## config.mk

```make
export PLATFORM = sky130hd
export DESIGN_NAME = lane_fp_status_reg
export DESIGN_NICKNAME = d
export VERILOG_FILES = /design/src/rtl/lane_fp_status_reg.sv
export SDC_FILE = /design/constraint.sdc
export NUM_CORES = 1
export LEC_CHECK = 0
export ABC_AREA = 1
export CORE_MARGIN = 2
export CORE_UTILIZATION = 26
export CTS_BUF_LIST = sky130_fd_sc_hd__clkbuf_8
export DETAILED_ROUTE_END_ITERATION = 10
export PLACE_DENSITY = 0.79
export SLEW_MARGIN = 20
export SYNTH_ARGS = -nofsm -noshare
export SYNTH_HDL_FRONTEND = slang
export SYNTH_SLANG_ARGS = --single-unit
```

## constraint.sdc

```tcl
create_clock -name clk -period 0.9 [get_ports clk]
set_input_delay 0.09 -clock clk [delete_from_list [all_inputs] [get_ports clk]]
set_output_delay 0.09 -clock clk [all_outputs]
set_load 0.01 [all_outputs]
```

## src/rtl/lane_fp_status_reg.sv

```systemverilog
module lane_fp_status_reg #(
  parameter int W = 32
) (
  input  logic         clk,
  input  logic         rst_n,
  input  logic         instr_valid,
  input  logic         is_div,
  input  logic [4:0]   hi_res,
  input  logic [4:0]   lo_res,
  input  logic [31:0]  hi_opa,
  input  logic [31:0]  hi_opb,
  input  logic [31:0]  lo_opa,
  input  logic [31:0]  lo_opb,
  input  logic         sw_we,
  input  logic [W-1:0] sw_wdata,
  output logic [W-1:0] rdata,
  output logic [1:0]   round_mode,
  output logic         exc_req
);

  localparam logic [W-1:0] WMASK = ~((W'(1) << 23) | (W'(1) << 22) |
                                     (W'(1) << 16) | (W'(1) << 7));

  function automatic logic is_special(input logic [31:0] v);
    return (v[30:23] == 8'hFF) || (v[30:23] == 8'h00 && v[22:0] != '0);
  endfunction

  function automatic logic is_zero(input logic [31:0] v);
    return v[30:0] == '0;
  endfunction

  logic [W-1:0] q, nxt;
  logic hinv, linv, hdbz, ldbz, inexact, exc_hit;

  assign hinv = is_special(hi_opa) | is_special(hi_opb) |
                (is_div & is_zero(hi_opa) & is_zero(hi_opb));
  assign linv = is_special(lo_opa) | is_special(lo_opb) |
                (is_div & is_zero(lo_opa) & is_zero(lo_opb));
  assign hdbz = is_div & ~is_zero(hi_opa) & is_zero(hi_opb);
  assign ldbz = is_div & ~is_zero(lo_opa) & is_zero(lo_opb);
  assign inexact = hi_res[3] | hi_res[2] | lo_res[3] | lo_res[2];

  always_comb begin
    nxt = q;
    nxt[30:24] = {hi_res[4:2], hinv, hdbz, hi_res[1:0]};
    nxt[14:8]  = {lo_res[4:2], linv, ldbz, lo_res[1:0]};
    nxt[31] = q[31] | hi_res[4];
    nxt[15] = q[15] | lo_res[4];
    nxt[21] = q[21] | inexact;
    nxt[19] = q[19] | hdbz | ldbz;
  end

  assign exc_hit = (q[5] & (hinv | linv)) | (q[6] & inexact) |
                   (q[4] & (hdbz | ldbz)) |
                   (q[3] & (hi_res[1] | lo_res[1])) |
                   (q[2] & (hi_res[0] | lo_res[0]));

  always_ff @(posedge clk) begin
    if (!rst_n) begin
      q <= '0;
      exc_req <= 1'b0;
    end else begin
      if (sw_we) q <= sw_wdata & WMASK;
      else if (instr_valid) q <= nxt;
      exc_req <= instr_valid & ~sw_we & exc_hit;
    end
  end

  assign rdata = q;
  assign round_mode = q[1:0];

  AST_RSVD_ZERO: assert property (@(posedge clk) disable iff (!rst_n)
    (rdata[23] | rdata[22] | rdata[16] | rdata[7]) == 1'b0);
  AST_SW_WINS: assert property (@(posedge clk) disable iff (!rst_n)
    sw_we |=> (rdata == ($past(sw_wdata) & WMASK)) && !exc_req);
  AST_IDLE_HOLD: assert property (@(posedge clk) disable iff (!rst_n)
    (!sw_we && !instr_valid) |=> $stable(rdata));
  AST_SOV_STICKY: assert property (@(posedge clk) disable iff (!rst_n)
    (!sw_we && (rdata[31] || rdata[15])) |=> (rdata[31] || !$past(rdata[31])) &&
                                            (rdata[15] || !$past(rdata[15])));
  AST_DBZS_SET: assert property (@(posedge clk) disable iff (!rst_n)
    (!sw_we && instr_valid && (hdbz || ldbz)) |=> rdata[19]);
  AST_EXC_NEEDS_INSTR: assert property (@(posedge clk) disable iff (!rst_n)
    !instr_valid |=> !exc_req);
  AST_RMODE: assert property (@(posedge clk) disable iff (!rst_n)
    round_mode == {rdata[1], rdata[0]});

endmodule

```

==> metrics.csv, run 1 <==
stage,metric,value,unit
yosys,simple-gate share of the synthesized area,0.486,
floorplan,Die Ht,90.0,um
yosys,Syn Area/Cell,5.78,um^2
yosys,Synth Area in Adders,0,
power_and_ir_drop,Tot Pwr,3.63,mW
floorplan,die area,8110,um^2
floorplan,core area,7210,um^2
yosys,post-synth design cell area,1920,um^2
clock_tree,H-tree Lvls,2,
clock_tree,root buffer cell,clkbuf_8,
yosys,Syn Inst Count,333,
route,DRT iter0 DRCs,80,
critical_path,flop-to-flop setup slack,0.02,ns
route,Pre-Repair DR Iteration Count,4,
critical_path,"Data arrival, critical path",1.16,ns
route,vias after detailed routing,2927,
clock_tree,CTS tree,done,
power_and_ir_drop,pwr/cell area,936,nW/um^2
yosys,compound-gate portion of the synthesized area,0.120,
status,status,"finished, violations left",
run,max-cap violations,0,
finish,most frequent cells in the layout,"84 x buf_2, 74 x nand2_1, 58 x nor2_1",
global_route,first-pass GRT wire length,14100,um
yosys,post-synthesis mux area share,0,
floorplan,IO Count,210,
critical_path,Crit. End Element,register,
route,routed vias/inst,4.52,
timing,Final Hold Fails,0,
place,DP HPWL,6870,um
critical_path,Worst Reg-to-Reg Cells,5,
timing,Final setup violation count,2,
power_and_ir_drop,worst vdd rail ir drop,0.000726,V
place,dpl ws,-0.675,ns
yosys,Area contributors post-synth,"dfxtp_1 30%, nor2_1 20%, nand2_1 17%",
finish,multi-input logic area,1450,um^2
route,final wirelength,8570,um
power_and_ir_drop,P_leak,1.93,nW
clock_tree,TritonCTS Buffers,5,
finish,"commonest non-fill, non-tap cell in the layout",buf_2,
route,Avg WL per Cell,13.2,um
yosys,post-synthesis xor/xnor area fraction,0,
global_route,vias in the first global route,3012,
yosys,largest family of logic cells by synthesized area,simple AND/OR/NAND/NOR gates,
floorplan,FP Rows,31,
critical_path,crit path launch type,primary input,
timing,fmax,1050,MHz
finish,Final Util,0.538,
min_path,hold path startpoint,lo_res[3],
critical_path,kind of critical path,in2reg,
timing,post-route setup TNS,-0.0816,ns
min_path,worst hold stages,5,
finish,Sequential cell area,588,um^2
global_route,Total Routing Usage GR,0.207,
place,IO Port Bufs,197,
timing,Final Critical Period,0.954,ns
timing,RSZ-0062 raised after global routing,true,
finish,fill cell count,744,
timing,crit share post-route,1.06,
route,drt drc,0,
place,routability cong.,0.871,
floorplan,Starting Density,0.267,
global_route,GRT overflow,0,
clock_tree,Worst-path clk slew,0.06,ns
finish,Antenna diodes,0,
clock_tree,clock buffer depth,2,
global_route,initial antenna violation count,0,
finish,Area growth syn-to-layout,102,%
finish,ratio of cells with drive above 1 in the final layout,0.473,
timing,WHS,0.156,ns
critical_path,worst r2r src,rdata[6],
route,Final ANT Viol Nets,0,
yosys,synth warn,0,
floorplan,Die W,90.0,um
critical_path,CP max FO,3,
global_route,largest net degree at the start of global routing,24,
clock_tree,clock net sink count,29,
yosys,post-synthesis sequential area ratio,0.302,
finish,nets,722,
timing,Worst Skew,0.00149,ns
status,failing checks,setup timing,
yosys,top cell type's share of synthesized area,0.302,
yosys,flip-flop and latch count after synthesis,29,
yosys,Netlist cell types,27,
min_path,worst min-delay path endpoint,rdata[13],
timing,final setup margin,-0.0544,ns
timing,fin. max-slew vios,0,
yosys,top cell type by total area after synthesis,dfxtp_1,
critical_path,FF-to-FF End,exc_req,
clock_tree,clk_lat worst skew,0.27,ns
min_path,worst hold path type,in2reg,
clock_tree,hold_buf cts,0,
critical_path,worst endpoint required time,1.11,ns
## sequential cells by signal, summed over array words and instances, names as in the netlist
register / count
rdata: 28
exc_req: 1
## critical path: stages
cell and delay [ns]:
buf_2 0.10, nor2_1 0.12, nand2_1 0.08, nor2_2 0.10
nand3_2 0.13, o21ai_1 0.17, nand2_1 0.10, nand3_1 0.09
nand2_1 0.06, a21oi_2 0.12
## layer usage
| metal | track usage | up-vias | part of all wire |
|---|---|---|---|
| li1 | - | 1484 | - |
| met1 | 0.249 | 1322 | 0.40 |
| met2 | 0.381 | 113 | 0.53 |
| met3 | 0.0520 | 8 | 0.069 |
| met4 | 0.0282 | 0 | 0.0079 |
| met5 | 0 | - | 0 |
## layout make-up
type	instances	share of cell area
Sequential cell	29	0.152
Timing Repair Buffer	218	0.399
Inverter	24	0.0235
Clock buffer	5	0.0177
Clock inverter	3	0.00355
Multi-Input combinational cell	269	0.373
Tap cell	99	0.0319
## report_power, final
part	total, mW	internal, mW	leakage (nW)	switching, mW
Combinational	1.21	0.680	1.64	0.533
Clock	1.01	0.523	0.0491	0.485
Sequential	1.41	1.37	0.242	0.0418
## through the flow
stage | std cells | instance area [um^2]
floorplan | 336 | 1950
global placement | 637 | 4130
detailed placement | 637 | 4130
CTS | 647 | 3800
global route | 647 | 3880
finish | 647 | 3880
## repair_timing
action | 4_1_cts | 5_1_grt
setup buffers | 2 | 0
pin swaps | 130 | 98
gates cloned | 0 | 0
setup endpoints to repair | 56 | 11
resized for setup | 482 | 145
## synth_stat cells (all sizes together)
| cell type | number |
|---|---|
| a211oi | 1 |
| a21oi | 6 |
| a22oi | 11 |
| a31oi | 2 |
| and2 | 1 |
| buf | 12 |
| clkbuf | 2 |
| clkinv | 2 |
| conb | 1 |
| dfxtp | 29 |
| inv | 22 |
| nand2 | 87 |
| nand3 | 16 |
| nand4 | 8 |
| nor2 | 106 |
| nor3 | 4 |
| nor4 | 2 |
| o21ai | 17 |
| o22ai | 1 |
| or2 | 3 |
## worst max-delay path by stage
stage / startpoint / end / depth (start not counted) / slack, ns
after detailed placement: lo_opa[13] / exc_req / 11 / -0.68
after global placement: lo_opa[13] / exc_req / 11 / -0.61
final: lo_opb[0] / exc_req / 10 / -0.05
after CTS: exc_req / exc_req / 1 / -0.05
after global routing: lo_opb[30] / exc_req / 10 / -0.16
after floorplan: hi_opa[21] / exc_req / 10 / -0.03
## kinds of logic after synthesis
group           Yosys count
buf+inv                  38
simple gates            227
flops                    29
other cells               1
compound gates           38
Power figures use the tool's default switching activity.
==> run 2: changes to the inputs <==
- CTS_BUF_LIST: sky130_fd_sc_hd__clkbuf_8 -> unset
==> run 2 against run 1 <==
  * The flow still finishes with violations (setup timing)
  * Total power increased by 0.31%
  * Clock skew about the same
  * Core utilization unchanged
  * Count of clock-buffer cells in the layout increased by 1
  * Sequential power about the same
  * Fmax unchanged
  * Hold slack unchanged
==> metrics.csv, run 2 (synthesis gave the netlist of run 1 again) <==
stage,metric,value,unit,change
status,status,"finished, violations left",,
route,drt drc,0,,unchanged
min_path,worst min-delay path endpoint,rdata[13],,
critical_path,FF-to-FF End,exc_req,,
place,DP HPWL,6870,um,unchanged
power_and_ir_drop,worst vdd rail ir drop,0.000726,V,about the same
floorplan,core area,7210,um^2,unchanged
route,Avg WL per Cell,13.2,um,unchanged
clock_tree,TritonCTS Buffers,5,,unchanged
timing,Final Critical Period,0.954,ns,unchanged
min_path,worst hold stages,5,,unchanged
timing,RSZ-0062 raised after global routing,true,,
critical_path,kind of critical path,in2reg,,
floorplan,Die W,90.0,um,unchanged
finish,nets,722,,unchanged
floorplan,Starting Density,0.267,,unchanged
critical_path,Crit. End Element,register,,
min_path,worst hold path type,in2reg,,
finish,max reg flops,28,,unchanged
power_and_ir_drop,Logic pwr share,0.333,,about the same
finish,post-route insts no fill,647,,unchanged
status,failing checks,setup timing,,
power_and_ir_drop,fraction of power consumed by sequential logic,0.388,,about the same
global_route,first-pass GRT wire length,14100,um,unchanged
clock_tree,root buffer cell,clkbuf_8,,
finish,ratio of cells with drive above 1 in the final layout,0.473,,unchanged
power_and_ir_drop,Sw Share,0.291,,-0.000966
timing,Final setup violation count,2,,unchanged
global_route,vias in the first global route,3012,,unchanged
timing,fmax,1050,MHz,unchanged
timing,Final Hold Fails,0,,unchanged
clock_tree,Worst-path clk slew,0.06,ns,about the same
power_and_ir_drop,P_int,2.59,mW,+0.45%
place,routability cong.,0.871,,unchanged
finish,Final Util,0.538,,unchanged
global_route,initial antenna violation count,0,,unchanged
place,IO Port Bufs,197,,unchanged
route,vias after detailed routing,2927,,unchanged
finish,Antenna diodes,0,,unchanged
min_path,hold path startpoint,lo_res[3],,
timing,WHS,0.156,ns,unchanged
global_route,Total Routing Usage GR,0.207,,unchanged
power_and_ir_drop,clock power share,0.280,,+0.003
power_and_ir_drop,NetSw,1.06,mW,about the same
route,routed vias/inst,4.52,,unchanged
clock_tree,clock buffer depth,2,,unchanged
finish,Area growth syn-to-layout,102,%,unchanged
finish,most frequent cells in the layout,"84 x buf_2, 74 x nand2_1, 58 x nor2_1",,
critical_path,flop-to-flop setup slack,0.02,ns,about the same
floorplan,Die Ht,90.0,um,unchanged
run,max-cap violations,0,,unchanged
finish,fill cell count,744,,unchanged
power_and_ir_drop,P_leak,1.92,nW,-0.21%
route,final wirelength,8570,um,unchanged
clock_tree,H-tree Lvls,2,,unchanged
critical_path,worst r2r src,rdata[6],,
power_and_ir_drop,Tot Pwr,3.65,mW,+0.31%
power_and_ir_drop,pwr/cell area,939,nW/um^2,+0.31%
clock_tree,hold_buf cts,0,,unchanged
floorplan,die area,8110,um^2,unchanged
critical_path,worst endpoint required time,1.11,ns,about the same
finish,post-layout instance area,3880,um^2,unchanged
timing,crit share post-route,1.06,,unchanged
timing,fin. max-slew vios,0,,unchanged
place,Post-DP Area,4130,um^2,unchanged
critical_path,Worst Reg-to-Reg Cells,5,,unchanged
timing,final setup margin,-0.0544,ns,unchanged
route,Final ANT Viol Nets,0,,unchanged
critical_path,CP max FO,3,,unchanged
clock_tree,CTS tree,done,,
timing,Worst Skew,0.00139,ns,-0.0000912 ns
global_route,largest net degree at the start of global routing,24,,unchanged
critical_path,"Data arrival, critical path",1.16,ns,about the same
route,Pre-Repair DR Iteration Count,4,,unchanged
finish,"commonest non-fill, non-tap cell in the layout",buf_2,,
floorplan,FP Rows,31,,unchanged
critical_path,crit path launch type,primary input,,
floorplan,IO Count,210,,unchanged
clock_tree,clk_lat worst skew,0.27,ns,about the same
global_route,GRT overflow,0,,unchanged
clock_tree,clock net sink count,29,,unchanged
route,DRT iter0 DRCs,80,,unchanged
place,Placed Cells incl. Taps,637,,unchanged
-- run 2: changes by cell type in the layout (fill, tap and decap cells not counted) --
cell | previous run | this run
inv_1 | 22 | 21
clkbuf_1 | 0 | 1
-- run 2: worst max-delay path by stage --
stage | startpoint | endpoint | slack [ns]
after floorplan | hi_opa[21] | exc_req | -0.03
after global placement | lo_opa[13] | exc_req | -0.61
after detailed placement | lo_opa[13] | exc_req | -0.68
after CTS | exc_req | exc_req | -0.05
after global routing | lo_opb[30] | exc_req | -0.16
final | lo_opb[0] | exc_req | -0.05
-- run 2: layout make-up --
type,count,area [um^2],area share
Sequential cell,29,588,0.152
Timing Repair Buffer,218,1550,0.399
Tap cell,99,124,0.0319
Clock buffer,6,72.6,0.0187
Inverter,24,91.3,0.0235
Multi-Input combinational cell,269,1450,0.373
Clock inverter,2,10.0,0.00258
-- run 2: through the flow --
stage	setup TNS, ns	setup WS (ns)
final	-0.0816	-0.0544
after global routing	-0.370	-0.163
after CTS	-0.105	-0.0527
after detailed placement	-12.76	-0.675
after global placement	-11.86	-0.615
after floorplan	-0.0457	-0.0258
-- run 2: critical path: stages --
cell     delay, ns
buf_2         0.10
nor2_1        0.12
nand2_1       0.08
nor2_2        0.10
nand3_2       0.13
o21ai_1       0.17
nand2_1       0.10
nand3_1       0.09
nand2_1       0.06
a21oi_2       0.12
-- run 2: power groups by stage --
stage	Clock [mW]	Combinational [mW]	Sequential (mW)
floorplan	0	0.326	1.48
global placement	0	1.40	1.44
detailed placement	0	1.42	1.44
CTS	1.05	1.15	1.41
global route	1.10	1.33	1.42
finish	1.02	1.21	1.41
-- run 2: layer usage --
| layer | vias to the layer above | wire length [um] | GRT usage |
|---|---|---|---|
| met4 | 0 | 68 | 0.0282 |
| met5 | - | 0 | 0 |
| met3 | 8 | 592 | 0.0520 |
| li1 | 1484 | - | - |
| met2 | 113 | 4510 | 0.381 |
| met1 | 1322 | 3400 | 0.249 |
-- run 2: timing repair --
| action | 4_1_cts | 5_1_grt |
|---|---|---|
| setup buffers | 2 | 0 |
| pin swaps | 130 | 98 |
| setup endpoints to repair | 56 | 11 |
| resized for setup | 482 | 145 |
| endpoints found under the hold margin | 0 | 0 |
